--- config.mk ---
export PLATFORM = sky130hd
export DESIGN_NAME = bf16_widen
export DESIGN_NICKNAME = d
export VERILOG_FILES = /design/src/rtl/bf16w_pkg.sv /design/src/rtl/bf16w_unbox.sv /design/src/rtl/bf16w_classify.sv /design/src/rtl/bf16w_expand.sv /design/src/rtl/bf16_widen.sv
export SDC_FILE = /design/constraint.sdc
export NUM_CORES = 1
export LEC_CHECK = 0
export BUFFER_PORTS_ARGS = -buffer_cell sky130_fd_sc_hd__buf_4
export CAP_MARGIN = 20
export CORE_MARGIN = 5
export CORE_UTILIZATION = 38
export DETAILED_ROUTE_END_ITERATION = 16
export PLACE_DENSITY_LB_ADDON = 0.05
export SLEW_MARGIN = 5
export SYNTH_ARGS = -nofsm -noshare
export SYNTH_HDL_FRONTEND = slang
export SYNTH_SLANG_ARGS = --single-unit
export TNS_END_PERCENT = 5
--- constraint.sdc ---
create_clock -name clk -period 3.3 [get_ports clk]
set_input_delay 0.495 -clock clk [delete_from_list [all_inputs] [get_ports clk]]
set_output_delay 0.495 -clock clk [all_outputs]
set_load 0.01 [all_outputs]
--- src/rtl/bf16w_pkg.sv ---
package bf16w_pkg;
  localparam int BF_W      = 16;
  localparam int SP_W      = 32;
  localparam int EXP_W     = 8;
  localparam int FRAC_W    = 7;
  localparam int PAD_W     = SP_W - BF_W;
  localparam logic [SP_W-1:0] SP_CANON_QNAN = 32'h7FC0_0000;

  typedef struct packed {
    logic              sign;
    logic [EXP_W-1:0]  expo;
    logic [FRAC_W-1:0] frac;
  } bf16_t;

  typedef struct packed {
    logic is_nan;
    logic is_snan;
  } bf_class_t;
endpackage

--- src/rtl/bf16w_unbox.sv ---
module bf16w_unbox
  import bf16w_pkg::*;
#(
  parameter int FLEN = 64
) (
  input  logic [FLEN-1:0] reg_val,
  output bf16_t           operand,
  output logic            boxed_ok
);
  localparam int UPPER_W = FLEN - BF_W;

  logic [UPPER_W-1:0] upper;

  always_comb begin
    upper    = reg_val[FLEN-1:BF_W];
    boxed_ok = &upper;
    operand  = bf16_t'(reg_val[BF_W-1:0]);
  end
endmodule

--- src/rtl/bf16w_classify.sv ---
module bf16w_classify
  import bf16w_pkg::*;
(
  input  logic [EXP_W-1:0]  expo,
  input  logic [FRAC_W-1:0] frac,
  output bf_class_t         cls
);
  logic exp_max;
  logic frac_nz;

  always_comb begin
    exp_max     = &expo;
    frac_nz     = |frac;
    cls.is_nan  = exp_max && frac_nz;
    cls.is_snan = exp_max && frac_nz && !frac[FRAC_W-1];
  end
endmodule

--- src/rtl/bf16w_expand.sv ---
module bf16w_expand
  import bf16w_pkg::*;
#(
  parameter int FLEN = 64
) (
  input  bf16_t           operand,
  input  bf_class_t       cls,
  input  logic            boxed_ok,
  output logic [FLEN-1:0] result,
  output logic            invalid
);
  logic [SP_W-1:0] sp_word;
  logic            force_nan;

  always_comb begin
    force_nan = !boxed_ok || cls.is_nan;
    sp_word   = force_nan ? SP_CANON_QNAN : {operand, {PAD_W{1'b0}}};
    invalid   = boxed_ok && cls.is_snan;
  end

  generate
    if (FLEN > SP_W) begin : g_box
      always_comb result = {{(FLEN-SP_W){1'b1}}, sp_word};
    end else begin : g_nobox
      always_comb result = sp_word;
    end
  endgenerate
endmodule

--- src/rtl/bf16_widen.sv ---
module bf16_widen
  import bf16w_pkg::*;
#(
  parameter int FLEN = 64
) (
  input  logic            clk,
  input  logic            rst_n,
  input  logic            in_vld,
  input  logic [FLEN-1:0] in_reg,
  output logic            out_vld,
  output logic [FLEN-1:0] out_res,
  output logic            out_invalid
);
  bf16_t           op;
  logic            boxed_ok;
  bf_class_t       cls;
  logic [FLEN-1:0] conv_res;
  logic            conv_inv;

  logic            vld_d, vld_q;
  logic [FLEN-1:0] res_d, res_q;
  logic            inv_d, inv_q;

  bf16w_unbox #(.FLEN(FLEN)) u_unbox (
    .reg_val  (in_reg),
    .operand  (op),
    .boxed_ok (boxed_ok)
  );

  bf16w_classify u_class (
    .expo (op.expo),
    .frac (op.frac),
    .cls  (cls)
  );

  bf16w_expand #(.FLEN(FLEN)) u_expand (
    .operand  (op),
    .cls      (cls),
    .boxed_ok (boxed_ok),
    .result   (conv_res),
    .invalid  (conv_inv)
  );

  // next state: capture only on a strobe
  always_comb begin
    vld_d = in_vld;
    res_d = in_vld ? conv_res : res_q;
    inv_d = in_vld ? conv_inv : inv_q;
  end

  always_ff @(posedge clk or negedge rst_n) begin
    if (!rst_n) begin
      vld_q <= 1'b0;
      res_q <= '0;
      inv_q <= 1'b0;
    end else begin
      vld_q <= vld_d;
      res_q <= res_d;
      inv_q <= inv_d;
    end
  end

  assign out_vld     = vld_q;
  assign out_res     = res_q;
  assign out_invalid = inv_q;
endmodule

==> impl_metrics.env <==
export IMPL_drive_above_1_share=0.623
export IMPL_grt_antenna_before_repair=0
export IMPL_vias=1152
export IMPL_power_density_mw_per_mm2=229
export IMPL_cts_root_buffer="clkbuf_4"
export IMPL_setup_violations=0
export IMPL_netlist_area_sq_mm=0.00131
export IMPL_syn_inst=128
export IMPL_area_delta_synth_final_pct=48.0
export IMPL_finalCritPeriodShare=0.586
export IMPL_tightest_slew_ns=0.828
export IMPL_grt_pass1_vias=1102
export IMPL_yosysSeqAreaShare=0.364
export IMPL_ys_ff_latch=19
export IMPL_rsz0062_at_grt="false"
export IMPL_portBuffers=116
export IMPL_tritoncts="yes"
export IMPL_cp_slowest_cell="dfrtp_1"
export IMPL_slew_headroom=0.448
export IMPL_dr_pass1_iters=4
export IMPL_clk_pin_slew_ns=0.11
export IMPL_r2r_cells=1
export IMPL_clk_path_buf_depth=2
export IMPL_cts_hold_buf=0
export IMPL_track_usage=0.141
export IMPL_h_tree_depth=1
export IMPL_fillers=284
export IMPL_worst_setup_path_type="reg -> out"
export IMPL_arrival_ns=1.44
export IMPL_drtIter0Drc=17
export IMPL_status="finished clean"
export IMPL_ys_types=25
export IMPL_synth_area_leader_cell="dfrtp_1"
export IMPL_n_antenna_cell=0
export IMPL_ir_worst_vdd_mv=0.209
export IMPL_vias_per_cell=4.47
export IMPL_cts_inserted_buffers=3
export IMPL_r2r_end="out_res[32]"
export IMPL_nets=280
export IMPL_clock_skew_final_ns=0
export IMPL_cts_sinks=19
export IMPL_wl_per_cell_microns=13.8
export IMPL_fin_setup_tns_ns=0
export IMPL_crit_path_max_incr_delay_ns=0.90
export IMPL_avgSynthCellArea_sq_um=10.2
export IMPL_hold_class="in -> async"
export IMPL_die_y_microns=68.6
export IMPL_timing_rr_start="out_res[32]"
export IMPL_drt_wl_total_microns=3570
export IMPL_overflow=0
export IMPL_start_util=0.391
export IMPL_path_delay_family="flip-flops"
export IMPL_hold_violations=0
export IMPL_critPathCaptureType="output pin"
export IMPL_crit_buf_inv=1
export IMPL_fp_row_count=21
export IMPL_drv_cap=0
export IMPL_dp_hpwl_microns=3090
export IMPL_drc_errors=0
export IMPL_core_sq_mm=0.00334
export IMPL_fin_crit_ns=1.93
export IMPL_path_cells="buf_4"
export IMPL_gp_congestion=0.731
export IMPL_worstSkewPairLatency_ns=0.29
export IMPL_timing_fmax_mhz=517
export IMPL_ant_nets=0
export IMPL_reg2reg_slack_ns=2.16
export IMPL_synthTopCellsByArea="dfrtp_1 (36%), buf_4 (27%), o22ai_2 (6.7%)"
export IMPL_die_w_microns=68.6
export IMPL_utilization=0.579
export IMPL_cp_data_required_time_ns=2.80
export IMPL_start_kind="register"
export IMPL_grt_pass1_wl_microns=4950
export IMPL_ys_warn_count=0
export IMPL_cts_resized=0
export IMPL_ios=133
export IMPL_dieArea_sq_mm=0.00471
export IMPL_p_leak_uw=0.000928
export IMPL_yosys_area_top_type_share=0.364
export IMPL_report_final_slew_viol_count=0
export IMPL_cts_setup_buffers=0
export IMPL_grt_max_degree=34
export IMPL_path_max_fanout=33
==> report_power, final <==
| group | internal [uW] | leakage (uW) | switching [uW] |
|---|---|---|---|
| sequential | 233 | 0.000211 | 0.136 |
| combinational | 54.6 | 0.000702 | 38.1 |
| clock | 47.0 | 0.0000150 | 69.4 |
| total | 335 | 0.000928 | 108 |
==> worst max-delay path by stage <==
stage	from	endpoint	slack, ns	depth (start not counted)
after floorplan	in_vld	out_res[22]	1.66	5
after global placement	in_vld	out_res[22]	1.25	5
after detailed placement	in_vld	out_res[22]	1.19	5
after CTS	out_res[32]	out_res[37]	1.32	1
after global routing	out_res[32]	out_res[61]	1.23	1
final	out_res[32]	out_res[56]	1.37	1
==> layout by cell type (no fill, tap or decap) <==
| master | netlist | final |
|---|---|---|
| a211o_1 | 1 | 1 |
| buf_4 | 47 | 116 |
| clkbuf_1 | 1 | 1 |
| clkbuf_4 | 0 | 3 |
| clkinv_1 | 1 | 1 |
| conb_1 | 1 | 16 |
| dfrtp_1 | 19 | 19 |
| inv_1 | 8 | 8 |
| nand2_1 | 8 | 8 |
| nand3_1 | 1 | 1 |
| nand4_1 | 11 | 11 |
| nand4_2 | 1 | 1 |
| nand4_4 | 2 | 2 |
| nor2_1 | 1 | 1 |
| nor3_1 | 1 | 1 |
| nor3_2 | 1 | 1 |
| nor4_1 | 1 | 1 |
| nor4_2 | 1 | 1 |
| nor4_4 | 1 | 1 |
| o22a_1 | 8 | 8 |
| o22ai_2 | 7 | 7 |
| o32a_1 | 1 | 1 |
| o32ai_1 | 1 | 1 |
| or2_1 | 1 | 1 |
==> state kept, by name, indices dropped and copies added (netlist names) <==
name / count
out_res: 17
out_invalid: 1
out_vld: 1
==> routing by layer <==
layer,up-vias,part of all wire,GRT usage
li1,551,-,-
met1,519,0.32,0.141
met2,78,0.53,0.279
met3,4,0.13,0.0438
met4,0,0.011,0.0298
met5,-,0,0
==> final cells by class <==
class | instances | area, sq um | area share
clock buffer | 4 | 26.3 | 0.0136
timing repair buffer | 116 | 871 | 0.450
inverter | 9 | 33.8 | 0.0175
multi-input combinational | 64 | 469 | 0.243
tap | 46 | 57.6 | 0.0298
sequential | 19 | 475 | 0.246
==> synthesized netlist by cell type (all sizes together) <==
library cell   n
nand2          8
o22ai          7
nor4           3
conb           1
clkinv         1
clkbuf         1
or2            1
nor2           1
nand3          1
dfrtp         19
o32ai          1
nand4         14
inv            8
a211o          1
o32a           1
buf           50
nor3           2
o22a           8
==> kinds of logic (layout without fill, tap and decap cells) <==
family          Yosys count  count (layout)  share of synthesized area
buf+inv                  60             129                      0.320
simple gates             30              30                      0.171
flops                    19              19                      0.364
compound gates           18              18                      0.142
other cells               1              16                    0.00287
==> through the flow <==
stage	hold WS [ns]	worst slack, ns	std cells	power, uW	area, sq um
final	0.0497	1.37	258	443	1930
after global routing	0.0527	1.23	258	468	1930
after CTS	0.0514	1.32	258	448	1930
after detailed placement	0.382	1.19	254	331	1910
after global placement	0.380	1.25	254	328	1910
after floorplan	0.199	1.66	143	275	1360
Power figures use the tool's default switching activity.
